`config.mk`:
```
export PLATFORM = sky130hd
export DESIGN_NAME = host_port_master
export DESIGN_NICKNAME = d
export VERILOG_FILES = /design/src/rtl/hpm_pkg.sv /design/src/rtl/hpm_timing.sv /design/src/rtl/hpm_seq.sv /design/src/rtl/host_port_master.sv
export SDC_FILE = /design/constraint.sdc
export NUM_CORES = 1
export LEC_CHECK = 0
export CAP_MARGIN = 20
export CORE_MARGIN = 2
export CORE_UTILIZATION = 29
export DETAILED_ROUTE_END_ITERATION = 8
export PLACE_DENSITY_LB_ADDON = 0.1
export SLEW_MARGIN = 0
export SYNTH_ARGS = -nofsm -noshare
export SYNTH_HDL_FRONTEND = slang
export SYNTH_HIERARCHICAL = 1
export SYNTH_SLANG_ARGS = --single-unit
```
`constraint.sdc`:
```
create_clock -name clk_i -period 5.3 [get_ports clk_i]
set_input_delay 1.06 -clock clk_i [delete_from_list [all_inputs] [get_ports clk_i]]
set_output_delay 1.06 -clock clk_i [all_outputs]
set_load 0.02 [all_outputs]
```
`src/rtl/hpm_pkg.sv`:
```
package hpm_pkg;
  typedef enum logic [2:0] {
    PH_IDLE, PH_SETUP, PH_STROBE, PH_HOLD, PH_RECOV
  } phase_e;

  // ceil(ps/per), at least one cycle
  function automatic int cyc_ceil(input int ps, input int per);
    int r;
    r = (ps + per - 1) / per;
    return (r < 1) ? 1 : r;
  endfunction

  function automatic int max2(input int a, input int b);
    return (a > b) ? a : b;
  endfunction
endpackage

```
`src/rtl/hpm_timing.sv`:
```
module hpm_timing #(
  parameter int CNT_W      = 4,
  parameter int PRE_PULSE  = 6,
  parameter int POST_PULSE = 2,
  parameter int PRE_REC    = 11,
  parameter int POST_REC   = 3
) (
  input  logic             boot_i,
  output logic [CNT_W-1:0] pulse_o,
  output logic [CNT_W-1:0] rec_o
);
  localparam logic [CNT_W-1:0] PRE_P  = CNT_W'(PRE_PULSE);
  localparam logic [CNT_W-1:0] POST_P = CNT_W'(POST_PULSE);
  localparam logic [CNT_W-1:0] PRE_R  = CNT_W'(PRE_REC);
  localparam logic [CNT_W-1:0] POST_R = CNT_W'(POST_REC);

  assign pulse_o = boot_i ? POST_P : PRE_P;
  assign rec_o   = boot_i ? POST_R : PRE_R;
endmodule

```
`src/rtl/hpm_seq.sv`:
```
module hpm_seq
  import hpm_pkg::*;
#(
  parameter int CNT_W     = 4,
  parameter int SETUP_CYC = 1,
  parameter int HOLD_CYC  = 1
) (
  input  logic             clk_i,
  input  logic             rst_ni,
  input  logic             start_i,
  input  logic [CNT_W-1:0] pulse_cyc_i,
  input  logic [CNT_W-1:0] rec_cyc_i,
  output phase_e           phase_q_o,
  output phase_e           phase_d_o,
  output logic             capture_o,
  output logic             ready_o
);
  localparam logic [CNT_W-1:0] SETUP_LD = CNT_W'(SETUP_CYC - 1);
  localparam logic [CNT_W-1:0] HOLD_LD  = CNT_W'(HOLD_CYC - 1);
  localparam logic [CNT_W-1:0] HOLD_N   = CNT_W'(HOLD_CYC);

  phase_e           phase_q, phase_d;
  logic [CNT_W-1:0] cnt_q, cnt_d;
  logic             last;

  assign last = (cnt_q == '0);

  always_comb begin
    phase_d = phase_q;
    cnt_d   = last ? cnt_q : cnt_q - 1'b1;
    unique case (phase_q)
      PH_IDLE:   if (start_i) begin phase_d = PH_SETUP;  cnt_d = SETUP_LD; end
      PH_SETUP:  if (last)    begin phase_d = PH_STROBE; cnt_d = pulse_cyc_i - 1'b1; end
      PH_STROBE: if (last)    begin phase_d = PH_HOLD;   cnt_d = HOLD_LD; end
      // recovery counted from strobe release, hold cycles included
      PH_HOLD:   if (last)    begin phase_d = PH_RECOV;  cnt_d = rec_cyc_i - HOLD_N - 1'b1; end
      PH_RECOV:  if (last)    begin phase_d = PH_IDLE; end
      default:   begin phase_d = PH_IDLE; cnt_d = '0; end
    endcase
  end

  always_ff @(posedge clk_i or negedge rst_ni) begin
    if (!rst_ni) begin
      phase_q <= PH_IDLE;
      cnt_q   <= '0;
    end else begin
      phase_q <= phase_d;
      cnt_q   <= cnt_d;
    end
  end

  assign phase_q_o = phase_q;
  assign phase_d_o = phase_d;
  assign capture_o = (phase_q == PH_STROBE) && last;
  assign ready_o   = (phase_q == PH_IDLE);

  assert_start_only_idle_R2: assert property (@(posedge clk_i) disable iff (!rst_ni)
    (phase_q != PH_IDLE) |=> (phase_q != PH_SETUP) || ($past(phase_q) == PH_SETUP && $past(cnt_q) != '0));
endmodule

```
`src/rtl/host_port_master.sv`:
```
module host_port_master
  import hpm_pkg::*;
#(
  parameter int ADDR_W         = 4,
  parameter int DATA_W         = 8,
  parameter int SYS_PS         = 20000,
  parameter int PRE_DCLK_PS    = 100000,
  parameter int POST_DCLK_PS   = 16700,
  parameter int ADDR_SETUP_PS  = 5000,
  parameter int ADDR_HOLD_PS   = 5000,
  parameter int PULSE_EXTRA_PS = 10000,
  parameter int REC_EXTRA_PS   = 10000
) (
  input  logic              clk_i,
  input  logic              rst_ni,
  input  logic              boot_done_i,
  input  logic              req_valid_i,
  input  logic              req_write_i,
  input  logic [ADDR_W-1:0] req_addr_i,
  input  logic [DATA_W-1:0] req_wdata_i,
  output logic              req_ready_o,
  output logic              done_o,
  output logic [DATA_W-1:0] rdata_o,
  output logic              per_cs_no,
  output logic              per_rd_no,
  output logic              per_wr_no,
  output logic [ADDR_W-1:0] per_addr_o,
  output logic [DATA_W-1:0] per_data_o,
  output logic              per_data_oe_o,
  input  logic [DATA_W-1:0] per_data_i
);
  localparam int SETUP_CYC  = cyc_ceil(ADDR_SETUP_PS, SYS_PS);
  localparam int HOLD_CYC   = cyc_ceil(ADDR_HOLD_PS, SYS_PS);
  localparam int PRE_PULSE  = cyc_ceil(PRE_DCLK_PS + PULSE_EXTRA_PS, SYS_PS);
  localparam int POST_PULSE = cyc_ceil(POST_DCLK_PS + PULSE_EXTRA_PS, SYS_PS);
  localparam int PRE_REC    = max2(cyc_ceil(2 * PRE_DCLK_PS + REC_EXTRA_PS, SYS_PS), HOLD_CYC + 1);
  localparam int POST_REC   = max2(cyc_ceil(2 * POST_DCLK_PS + REC_EXTRA_PS, SYS_PS), HOLD_CYC + 1);
  localparam int CNT_MAX    = max2(max2(PRE_PULSE, POST_PULSE), max2(max2(PRE_REC, POST_REC),
                                   max2(SETUP_CYC, HOLD_CYC)));
  localparam int CNT_W      = $clog2(CNT_MAX + 1);

  logic              start, capture, ready;
  phase_e            phase_q, phase_d;
  logic [CNT_W-1:0]  pulse_cyc, rec_cyc;
  logic              we_q, boot_q;
  logic [ADDR_W-1:0] addr_q;
  logic [DATA_W-1:0] wdata_q, rdata_q;
  logic              cs_n_q, rd_n_q, wr_n_q, oe_q, done_q;

  assign start = req_valid_i && ready;

  hpm_timing #(
    .CNT_W(CNT_W), .PRE_PULSE(PRE_PULSE), .POST_PULSE(POST_PULSE),
    .PRE_REC(PRE_REC), .POST_REC(POST_REC)
  ) u_timing (
    .boot_i (boot_q),
    .pulse_o(pulse_cyc),
    .rec_o  (rec_cyc)
  );

  hpm_seq #(
    .CNT_W(CNT_W), .SETUP_CYC(SETUP_CYC), .HOLD_CYC(HOLD_CYC)
  ) u_seq (
    .clk_i      (clk_i),
    .rst_ni     (rst_ni),
    .start_i    (start),
    .pulse_cyc_i(pulse_cyc),
    .rec_cyc_i  (rec_cyc),
    .phase_q_o  (phase_q),
    .phase_d_o  (phase_d),
    .capture_o  (capture),
    .ready_o    (ready)
  );

  // request latch
  always_ff @(posedge clk_i or negedge rst_ni) begin
    if (!rst_ni) begin
      we_q    <= 1'b0;
      boot_q  <= 1'b0;
      addr_q  <= '0;
      wdata_q <= '0;
    end else if (start) begin
      we_q    <= req_write_i;
      boot_q  <= boot_done_i;
      addr_q  <= req_addr_i;
      wdata_q <= req_wdata_i;
    end
  end

  logic nx_we;
  assign nx_we = start ? req_write_i : we_q;

  // pins registered from next phase: glitch-free strobes
  always_ff @(posedge clk_i or negedge rst_ni) begin
    if (!rst_ni) begin
      cs_n_q <= 1'b1;
      rd_n_q <= 1'b1;
      wr_n_q <= 1'b1;
      oe_q   <= 1'b0;
    end else begin
      cs_n_q <= (phase_d == PH_IDLE) || (phase_d == PH_RECOV);
      rd_n_q <= !((phase_d == PH_STROBE) && !nx_we);
      wr_n_q <= !((phase_d == PH_STROBE) && nx_we);
      oe_q   <= nx_we && ((phase_d == PH_SETUP) || (phase_d == PH_STROBE) || (phase_d == PH_HOLD));
    end
  end

  always_ff @(posedge clk_i or negedge rst_ni) begin
    if (!rst_ni) begin
      done_q  <= 1'b0;
      rdata_q <= '0;
    end else begin
      done_q <= capture;
      if (capture && !we_q) rdata_q <= per_data_i;
    end
  end

  assign req_ready_o   = ready;
  assign done_o        = done_q;
  assign rdata_o       = rdata_q;
  assign per_cs_no     = cs_n_q;
  assign per_rd_no     = rd_n_q;
  assign per_wr_no     = wr_n_q;
  assign per_addr_o    = addr_q;
  assign per_data_o    = wdata_q;
  assign per_data_oe_o = oe_q;

  // ---- interface checks ----
  logic             stb_hi;
  logic [7:0]       chk_low, chk_gap;
  logic [CNT_W-1:0] chk_prev_rec;
  assign stb_hi = per_rd_no && per_wr_no;

  always_ff @(posedge clk_i or negedge rst_ni) begin
    if (!rst_ni) begin
      chk_low      <= '0;
      chk_gap      <= 8'hff;
      chk_prev_rec <= '0;
    end else begin
      chk_low <= stb_hi ? 8'd0 : chk_low + 8'd1;
      chk_gap <= !stb_hi ? 8'd0 : (chk_gap == 8'hff ? chk_gap : chk_gap + 8'd1);
      if (!stb_hi) chk_prev_rec <= rec_cyc;
    end
  end

  assert_idle_pins_R1: assert property (@(posedge clk_i) disable iff (!rst_ni)
    req_ready_o |-> (per_rd_no && per_wr_no && !per_data_oe_o));
  assert_strobe_in_cs_R9: assert property (@(posedge clk_i) disable iff (!rst_ni)
    (!per_rd_no || !per_wr_no) |-> !per_cs_no);
  assert_one_strobe_R9: assert property (@(posedge clk_i) disable iff (!rst_ni)
    !(!per_rd_no && !per_wr_no));
  assert_oe_write_only_R10: assert property (@(posedge clk_i) disable iff (!rst_ni)
    per_data_oe_o |-> (per_rd_no && !per_cs_no));
  assert_addr_stable_R3: assert property (@(posedge clk_i) disable iff (!rst_ni)
    (!per_cs_no && $past(!per_cs_no)) |-> $stable(per_addr_o));
  assert_cs_before_strobe_R3: assert property (@(posedge clk_i) disable iff (!rst_ni)
    $fell(stb_hi) |-> $past(!per_cs_no));
  assert_pulse_width_R4: assert property (@(posedge clk_i) disable iff (!rst_ni)
    $rose(stb_hi) |-> (chk_low == 8'(pulse_cyc)));
  assert_recovery_R7: assert property (@(posedge clk_i) disable iff (!rst_ni)
    $fell(stb_hi) |-> (chk_gap >= 8'(chk_prev_rec)));
  assert_done_single_R6: assert property (@(posedge clk_i) disable iff (!rst_ni)
    done_o |=> !done_o);
endmodule

```
Word-level counts from Yosys, hierarchy flattened
Index checks and enable logic that the tools add are counted.

Bits in registers: 34. Word-level logic and storage cells: 55.

Add/subtract/negate cells: 4. Equal/unequal tests: 8. Reductions and logical operators: 16. Mux-type cells: 15.

Operator list (number): 4-bit two-way mux (6); 4-bit one-hot mux with 5 select lines (1); 3-bit two-way mux (6); 3-bit one-hot mux with 5 select lines (1); 3-bit by 2-bit equality test with 1-bit output, second input constant (4); 4-bit by 1-bit subtractor with 4-bit output, second input constant (3); 3-bit by 1-bit equality test with 1-bit output, second input constant (2); 3-bit equality test, second input constant (2); 1-bit logical AND (6); 3-bit logical NOT (2); 1-bit logical NOT (4); 4-bit logical NOT (1); 3-bit by 1-bit subtractor with 4-bit output, second input constant (1); 1-bit logical OR (3); 1-bit two-way mux (1).

Longest topological paths before layout
Gate-level depths: netlist (run 1).

Depth in word-level cells: 8. Depth in mapped cells: 9. Depth with buffers taken out: 8.

Hierarchy
Netlist (run 1), hierarchy kept.

By module, submodules not included: host_port_master (times used 1, sequential area each 679.4 µm², area each 1034.7 µm², cells each 61); hpm_seq (times used 1, sequential area each 175.2 µm², area each 558.0 µm², cells each 64); hpm_timing (times used 1, sequential area each 0.0 µm², area each 63.8 µm², cells each 10).

Worst setup path before layout (run 1)
Ideal clock, no wire load.

Path type: flip-flop to flip-flop. From: reg u_seq.phase_q[1], in the netlist u_seq/phase_q_o[1]. To: reg wr_n_q, in the netlist per_wr_no. Path buffers: 2. Setup time: 58 ps. Stages on the path, launching flop included: 10. Data arrival time: 2391 ps. Required time: 5242 ps. Setup slack: 2851 ps. Cell sequence: dfrtp_1 buf_2 nor3_1 nand2_2 buf_6 inv_1 a21oi_1 a221oi_1 nor3b_1 a21bo_2.

Word-level cells in the longest chain between the ends: 7.

RTL lines: from (decl) (RTL line hpm_seq.sv:22) `phase_e phase_q, phase_d;`; from (signal assigned) (RTL line hpm_seq.sv:47) `phase_q <= phase_d;`; 3-bit logical NOT (RTL line hpm_seq.sv:55) `assign ready_o = (phase_q == PH_IDLE);`; net req_ready_o (RTL line host_port_master.sv:21) `output logic req_ready_o,`; 1-bit logical AND (RTL line host_port_master.sv:50) `assign start = req_valid_i && ready;`; net start (RTL line host_port_master.sv:42) `logic start, capture, ready;`; 3-bit two-way mux (RTL line hpm_seq.sv:32) `PH_IDLE: if (start_i) begin phase_d = PH_SETUP; cnt_d = SETUP_LD; end`; 3-bit one-hot mux with 5 select lines (RTL line hpm_seq.sv:31) `unique case (phase_q)`; net phase_d[0] (RTL line host_port_master.sv:43) `phase_e phase_q, phase_d;`; 3-bit by 2-bit equality test with 1-bit output (RTL line host_port_master.sv:103) `wr_n_q <= !((phase_d == PH_STROBE) && nx_we);`; 1-bit logical AND (RTL line host_port_master.sv:103); 1-bit logical NOT (RTL line host_port_master.sv:103); to (signal assigned) (RTL line host_port_master.sv:103); to (decl) (RTL line host_port_master.sv:48) `logic cs_n_q, rd_n_q, wr_n_q, oe_q, done_q;`.

The timed path passes the listed nets, and every way through them passes these cells. A chain may end at the register's enable or synchronous reset.

Worst setup path after layout (run 1)
From: reg u_seq.phase_q[1], in the netlist u_seq/phase_q_o[1]. To: out req_ready_o.

Word-level cells in the longest chain between the ends: 1.

RTL lines (RTL line): 3-bit logical NOT (hpm_seq.sv:55); to (decl) (host_port_master.sv:21).

No other way between the ends.

==> flow_metrics.py, run 1 <==
metrics = {
    "run_status": {
        "status": "finished clean",
    },
    "logic_synthesis": {
        "synth_top_area_cell": "dfrtp_1",
        "yosysWarnings": 6,
        "synth-seq-cells": 34,
        "ys_types": 36,
        "synthSimpleGateAreaFrac_pct": 8.61,
        "ys_top_cells_by_area": "dfrtp_1, mux2_4, mux2_2",
        "synthAdderAreaFrac_pct": 3.02,
        "synth_xor_area_share_pct": 2.64,
        "syn_area_per_cell_sq_um": 12.3,
        "synth_top_family_by_area": "multiplexers",
        "synth_compound_area_share_pct": 9.06,
        "synth.area.mux_share_pct": 16.3,
        "yosysSeqAreaShare_pct": 51.6,
        "synth_area_sq_um": 1660,
        "synth_top_area_share_pct": 46.8,
        "netlist_instances": 135,
    },
    "worst_setup_path": {
        "path_class": "reg2out",
        "critPathSlowestCell": "clkdlybuf4s50_1",
        "endpoint_kind": "output pin",
        "path_buf_inv": 1,
        "crit_family": "buffers and inverters",
        "worst-path-stages": 2,
        "worstPathRequired_ns": 4.24,
        "cpPeakStageDelay_ns": 0.71,
        "reg2reg_depth": 7,
        "cp.arrival_ns": 1.96,
        "path_cells": "nor3_1, clkdlybuf4s50_1",
        "startpoint_type": "flip-flop",
        "crit_fanout": 12,
    },
    "routing": {
        "ant_nets": 0,
        "drt-pass1-iter-count": 4,
        "drt_iter0_drc": 90,
        "drc": 0,
        "wl_per_cell_microns": 13.1,
        "via_count": 1119,
        "wl_microns": 3380,
        "avgViaCountPerCell": 4.34,
    },
    "cells_and_area": {
        "diodes": 0,
        "instances_no_fill": 258,
        "multi_input_area_sq_um": 679,
        "layout_common_cells": "clkdlybuf4s50_1, dfrtp_1, mux2_2",
        "fin_nets": 214,
        "areaGrowthSynthToFinish_pct": 36.3,
        "layout_commonest_cell": "clkdlybuf4s50_1",
        "drive_gt1_share_pct": 19.9,
        "fillers": 515,
        "regArea_sq_um": 855,
    },
    "clock_tree": {
        "root_buffer": "clkbuf_8",
        "numClockSinks": 34,
        "post_cts_resize_count": 0,
        "clkLatencyLatePin_ns": 0.28,
        "cts_max_path_buffers": 2,
        "hold_buffers": 0,
        "numCtsBuffers": 5,
        "post_cts_buffers": 0,
        "cts_tree": "yes",
        "clkTransAtPathRegs_ns": 0.07,
        "cts_max_level": 2,
    },
    "pwr": {
        "p_per_area_nw_per_um2": 596,
        "switching_power_uw": 498,
        "p_leak_nw": 0.999,
        "p_seq_share_pct": 35.1,
        "switching_share_pct": 37.0,
        "vdd_drop_max_uv": 249,
        "p_clk_share_pct": 13.7,
        "combPwrFrac_pct": 51.2,
        "internal_power_uw": 848,
    },
    "floorplan": {
        "dieWidth_microns": 79.6,
        "dieArea_sq_um": 6330,
        "chipHeight_microns": 79.6,
        "start_util_pct": 30.1,
        "core_sq_um": 5510,
        "row_count": 27,
        "num_io_pins": 51,
    },
    "sta": {
        "clock.fmax_ghz": 0.331,
        "finClkSkew_ns": 0.00624,
        "min_period_ns": 3.02,
        "rsz0062_at_grt": "false",
        "slew_violations": 0,
        "fin_crit_sh_pct": 57.0,
        "slew_headroom_pct": 51.9,
        "finalSetupTns_ns": 0,
        "hold_viol": 0,
        "tightest_slew_ns": 0.721,
        "setup_viol": 0,
    },
    "run": {
        "maxCapViolations": 0,
    },
    "global_routing": {
        "overflow": 0,
        "grt_max_degree": 35,
        "grt_pass1_wl_microns": 5760,
        "grt_pass1_vias": 1182,
        "grt_antenna_before_repair": 0,
        "track_usage_pct": 12.1,
    },
    "placement": {
        "gp_congestion": 0.724,
        "hpwl_microns": 2510,
        "io_buffers": 50,
        "dp.cells": 250,
    },
    "hold_path": {
        "hold_path_depth": 1,
        "hold_class": "reg2reg",
    },
}
[per-stage QoR]
step / utilization, % / total power, mW / cell area (sq um) / hold WS [ns] / setup WS (ns)
final: 41.0 / 1.35 / 2260 / 0.508 / 2.28
after global routing: 41.0 / 1.45 / 2260 / 0.539 / 2.12
after CTS: 41.0 / 1.36 / 2260 / 0.513 / 2.23
after detailed placement: 39.5 / 1.17 / 2170 / 0.492 / 2.36
after global placement: 39.5 / 1.16 / 2170 / 0.488 / 2.42
after floorplan: - / 0.924 / 1670 / 0.479 / 2.85
[Yosys cell counts]
cell type / count
a211oi_1: 2
a211oi_2: 1
a21bo_2: 2
a21oi_1: 2
a221oi_1: 1
a2bb2oi_1: 2
a31o_1: 1
a31oi_1: 1
buf_2: 2
buf_4: 7
buf_6: 3
conb_1: 2
dfrtp_1: 31
dfstp_2: 3
ha_1: 4
inv_1: 10
inv_2: 1
mux2_2: 12
mux2_4: 9
nand2_1: 7
nand2_2: 1
nand2b_1: 1
nand3_1: 3
nor2_1: 5
nor2b_1: 2
nor3_1: 5
nor3b_1: 1
nor3b_4: 1
o211ai_1: 1
o21ai_0: 2
o221a_1: 1
o22ai_1: 2
o32a_1: 1
or3_1: 1
xnor2_1: 3
xor2_1: 2
[final timing paths]
check,start,endpoint,slack (ns)
max in group asynchronous,rst_ni,per_wr_no,3.77
hold / removal,boot_q,boot_q,0.51
hold reg to reg,boot_q,boot_q,0.51
min in group asynchronous,rst_ni,rdata_o[4],1.19
setup reg to reg,u_seq/cnt_q[0],rdata_o[2],2.65
setup / recovery,u_seq/phase_q_o[1],req_ready_o,2.28
[flip-flops by register name, indices dropped and copies added, names as in the netlist]
| signal | flops |
|---|---|
| per_data_oe_o | 1 |
| u_seq/phase_q_o | 3 |
| per_data_o | 8 |
| we_q | 1 |
| per_wr_no | 1 |
| rdata_o | 8 |
| per_addr_o | 4 |
| u_seq/cnt_q | 4 |
| boot_q | 1 |
| per_cs_no | 1 |
| done_o | 1 |
| per_rd_no | 1 |
[worst register-to-register path: cells and delay by family (launching register included)]
family,cells,cell delay (ns)
muxes,1,0.41
buffers and inverters,1,0.12
DFF,1,0.37
adders and majority gates,1,0.23
and+or+nand+nor,4,1.42
[per-layer routing]
layer	track usage, %	vias up	share of wire, %
met5	0	-	0
met4	5.17	0	1.9
met3	4.64	5	6.0
met2	18.7	34	47
met1	15.0	528	45
li1	-	552	-
[logic make-up (layout without fill, tap and decap cells)]
family	count (synthesis)	in the layout
flip-flops	34	34
AND/OR/NAND/NOR	27	27
buffers and inverters	23	70
multiplexers	21	21
AO/OA/AOI/OAI	19	19
XOR/XNOR	5	5
adder cells (fa/ha/maj)	4	4
other	2	6
[power groups by stage]
| stage | Combinational, mW | Clock (mW) | Sequential (mW) |
|---|---|---|---|
| after floorplan | 0.371 | 0 | 0.553 |
| after global placement | 0.688 | 0 | 0.473 |
| after detailed placement | 0.696 | 0 | 0.473 |
| after CTS | 0.698 | 0.192 | 0.473 |
| after global routing | 0.748 | 0.207 | 0.492 |
| final | 0.689 | 0.184 | 0.472 |
[layout make-up]
| cell class | count | area share (%) |
|---|---|---|
| Sequential cell | 34 | 37.9 |
| Multi-Input combinational cell | 82 | 30.1 |
| Timing Repair Buffer | 51 | 22.5 |
| Tap cell | 72 | 3.99 |
| Clock buffer | 7 | 3.38 |
| Inverter | 11 | 1.83 |
| Clock inverter | 1 | 0.333 |
No activity file was read; power rests on OpenSTA's default activity.
==> run 2, diff against run 1 <==
clock period = 2.4 ns   (was 5.3 ns; I/O delays follow)
==> flow_metrics.py, run 2 (synthesis results as in run 1) <==
metrics = {
    "run_status": {
        "status": "finished clean",
    },
    "global_routing": {
        "grt_max_degree": 35,
        "grt_pass1_wl_microns": 5420,
        "track_usage_pct": 11.2,
        "overflow": 0,
        "grt_antenna_before_repair": 0,
        "grt_pass1_vias": 1168,
    },
    "floorplan": {
        "row_count": 27,
        "dieArea_sq_um": 6330,
        "dieWidth_microns": 79.6,
        "core_sq_um": 5510,
        "start_util_pct": 30.1,
        "chipHeight_microns": 79.6,
        "num_io_pins": 51,
    },
    "routing": {
        "wl_per_cell_microns": 12.7,
        "wl_met1_microns": 1490,
        "drt_iter0_drc": 101,
        "dr_wl_met3_microns": 168,
        "top_layer": "met4",
        "drt-pass1-iter-count": 6,
        "ant_nets": 0,
        "drc": 0,
        "wl_met2_microns": 1620,
        "via_count": 1152,
        "avgViaCountPerCell": 4.41,
        "wl_microns": 3330,
    },
    "pwr": {
        "combPwrFrac_pct": 50.8,
        "vdd_drop_max_uv": 486,
        "p_clk_share_pct": 14.6,
        "internal_power_mw": 1.92,
        "p_per_area_nw_per_um2": 1320,
        "switching_share_pct": 36.8,
        "p_seq_share_pct": 34.7,
        "switching_power_mw": 1.12,
        "p_leak_nw": 1.03,
    },
    "cells_and_area": {
        "fillers": 515,
        "layout_common_cells": "clkdlybuf4s50_1, dfrtp_1, mux2_2",
        "layout_commonest_cell": "clkdlybuf4s50_1",
        "fin_nets": 217,
        "drive_gt1_share_pct": 22.8,
        "areaGrowthSynthToFinish_pct": 39.0,
        "diodes": 0,
    },
    "clock_tree": {
        "cts_tree": "yes",
        "numClockSinks": 34,
        "clkLatencyLatePin_ns": 0.28,
        "clkTransAtPathRegs_ns": 0.07,
        "cts_max_level": 2,
        "cts_max_path_buffers": 2,
        "root_buffer": "clkbuf_8",
        "hold_buffers": 0,
        "numCtsBuffers": 5,
    },
    "sta": {
        "slew_violations": 0,
        "clock.fmax_ghz": 0.439,
        "hold_ws_ns": 0.509,
        "finClkSkew_ns": 0.00321,
        "rsz0062_at_grt": "false",
        "hold_viol": 0,
        "min_period_ns": 2.28,
        "finalSetupTns_ns": 0,
        "setup_viol": 0,
        "fin_crit_sh_pct": 94.9,
    },
    "hold_path": {
        "hold_class": "reg2reg",
    },
    "worst_setup_path": {
        "worstPathRequired_ns": 1.92,
        "endpoint_kind": "output pin",
        "crit_fanout": 12,
        "startpoint_type": "flip-flop",
        "path_class": "reg2out",
        "cp.arrival_ns": 1.80,
    },
    "run": {
        "maxCapViolations": 0,
    },
    "placement": {
        "gp_congestion": 0.813,
        "hpwl_microns": 2430,
        "io_buffers": 50,
    },
}
## run 2: changes by cell type in the layout (fill, tap and decap cells not counted)
cell / change
buf_4: +3
clkbuf_1: -2
clkbuf_8: +1
clkinv_2: +1
nor3_1: -1
nor3_4: +1
## run 2: stage by stage
stage / utilization [%] / power [mW] / cells / setup WS [ns] / cell area, sq um
final: 41.8 / 3.03 / 261 / 0.123 / 2300
after global routing: 41.8 / 3.24 / 261 / 0.0357 / 2300
after CTS: 41.7 / 3.07 / 261 / 0.0394 / 2300
after detailed placement: 40.0 / 2.59 / 253 / 0.347 / 2200
after global placement: 40.0 / 2.59 / 253 / 0.350 / 2200
after floorplan: - / 2.05 / 139 / 0.240 / 1680
## run 2: path summary, 6_finish.rpt
path | slack (ns) | endpoint | startpoint | depth (start not counted)
max | 0.12 | req_ready_o | u_seq/phase_q_o[1] | 2
min | 0.51 | rdata_o[0] | rdata_o[0] | 1
max reg2reg | 0.34 | per_wr_no | u_seq/cnt_q[0] | 9
min reg2reg | 0.51 | rdata_o[0] | rdata_o[0] | 1
max in group asynchronous | 1.45 | per_rd_no | rst_ni | 2
min in group asynchronous | 0.62 | u_seq/cnt_q[2] | rst_ni | 2
## run 2: power by group through the flow
stage	logic, mW	clock network [mW]	registers [mW]
6_report	1.54	0.442	1.05
5_1_grt	1.65	0.496	1.09
4_1_cts	1.55	0.469	1.05
3_5_place_dp	1.55	0	1.05
3_3_place_gp	1.53	0	1.05
2_1_floorplan	0.826	0	1.22
## run 2: final cells by class
type,instances,area [sq um],share of cell area [%]
Clock buffer,6,82.6,3.59
Clock inverter,2,12.5,0.543
Inverter,11,41.3,1.79
Multi-Input combinational cell,82,691,30.0
Sequential cell,34,855,37.1
Tap cell,72,90.1,3.91
Timing Repair Buffer,54,531,23.0
## run 2: repair_timing
item                       in CTS  in global routing
buffers inserted                0                  0
setup endpoints to repair       0                  1
gates resized for setup         0                  1
## run 2: critical path: stages (launching register included)
cell and delay, ns:
dfrtp_1 0.53, nor3_4 0.33, clkdlybuf4s50_1 0.65
## run 2: metal layers
| metal | vias up | global-route usage, % |
|---|---|---|
| met3 | 6 | 3.62 |
| met5 | - | 0 |
| met2 | 34 | 17.1 |
| li1 | 558 | - |
| met4 | 0 | 4.66 |
| met1 | 554 | 14.5 |
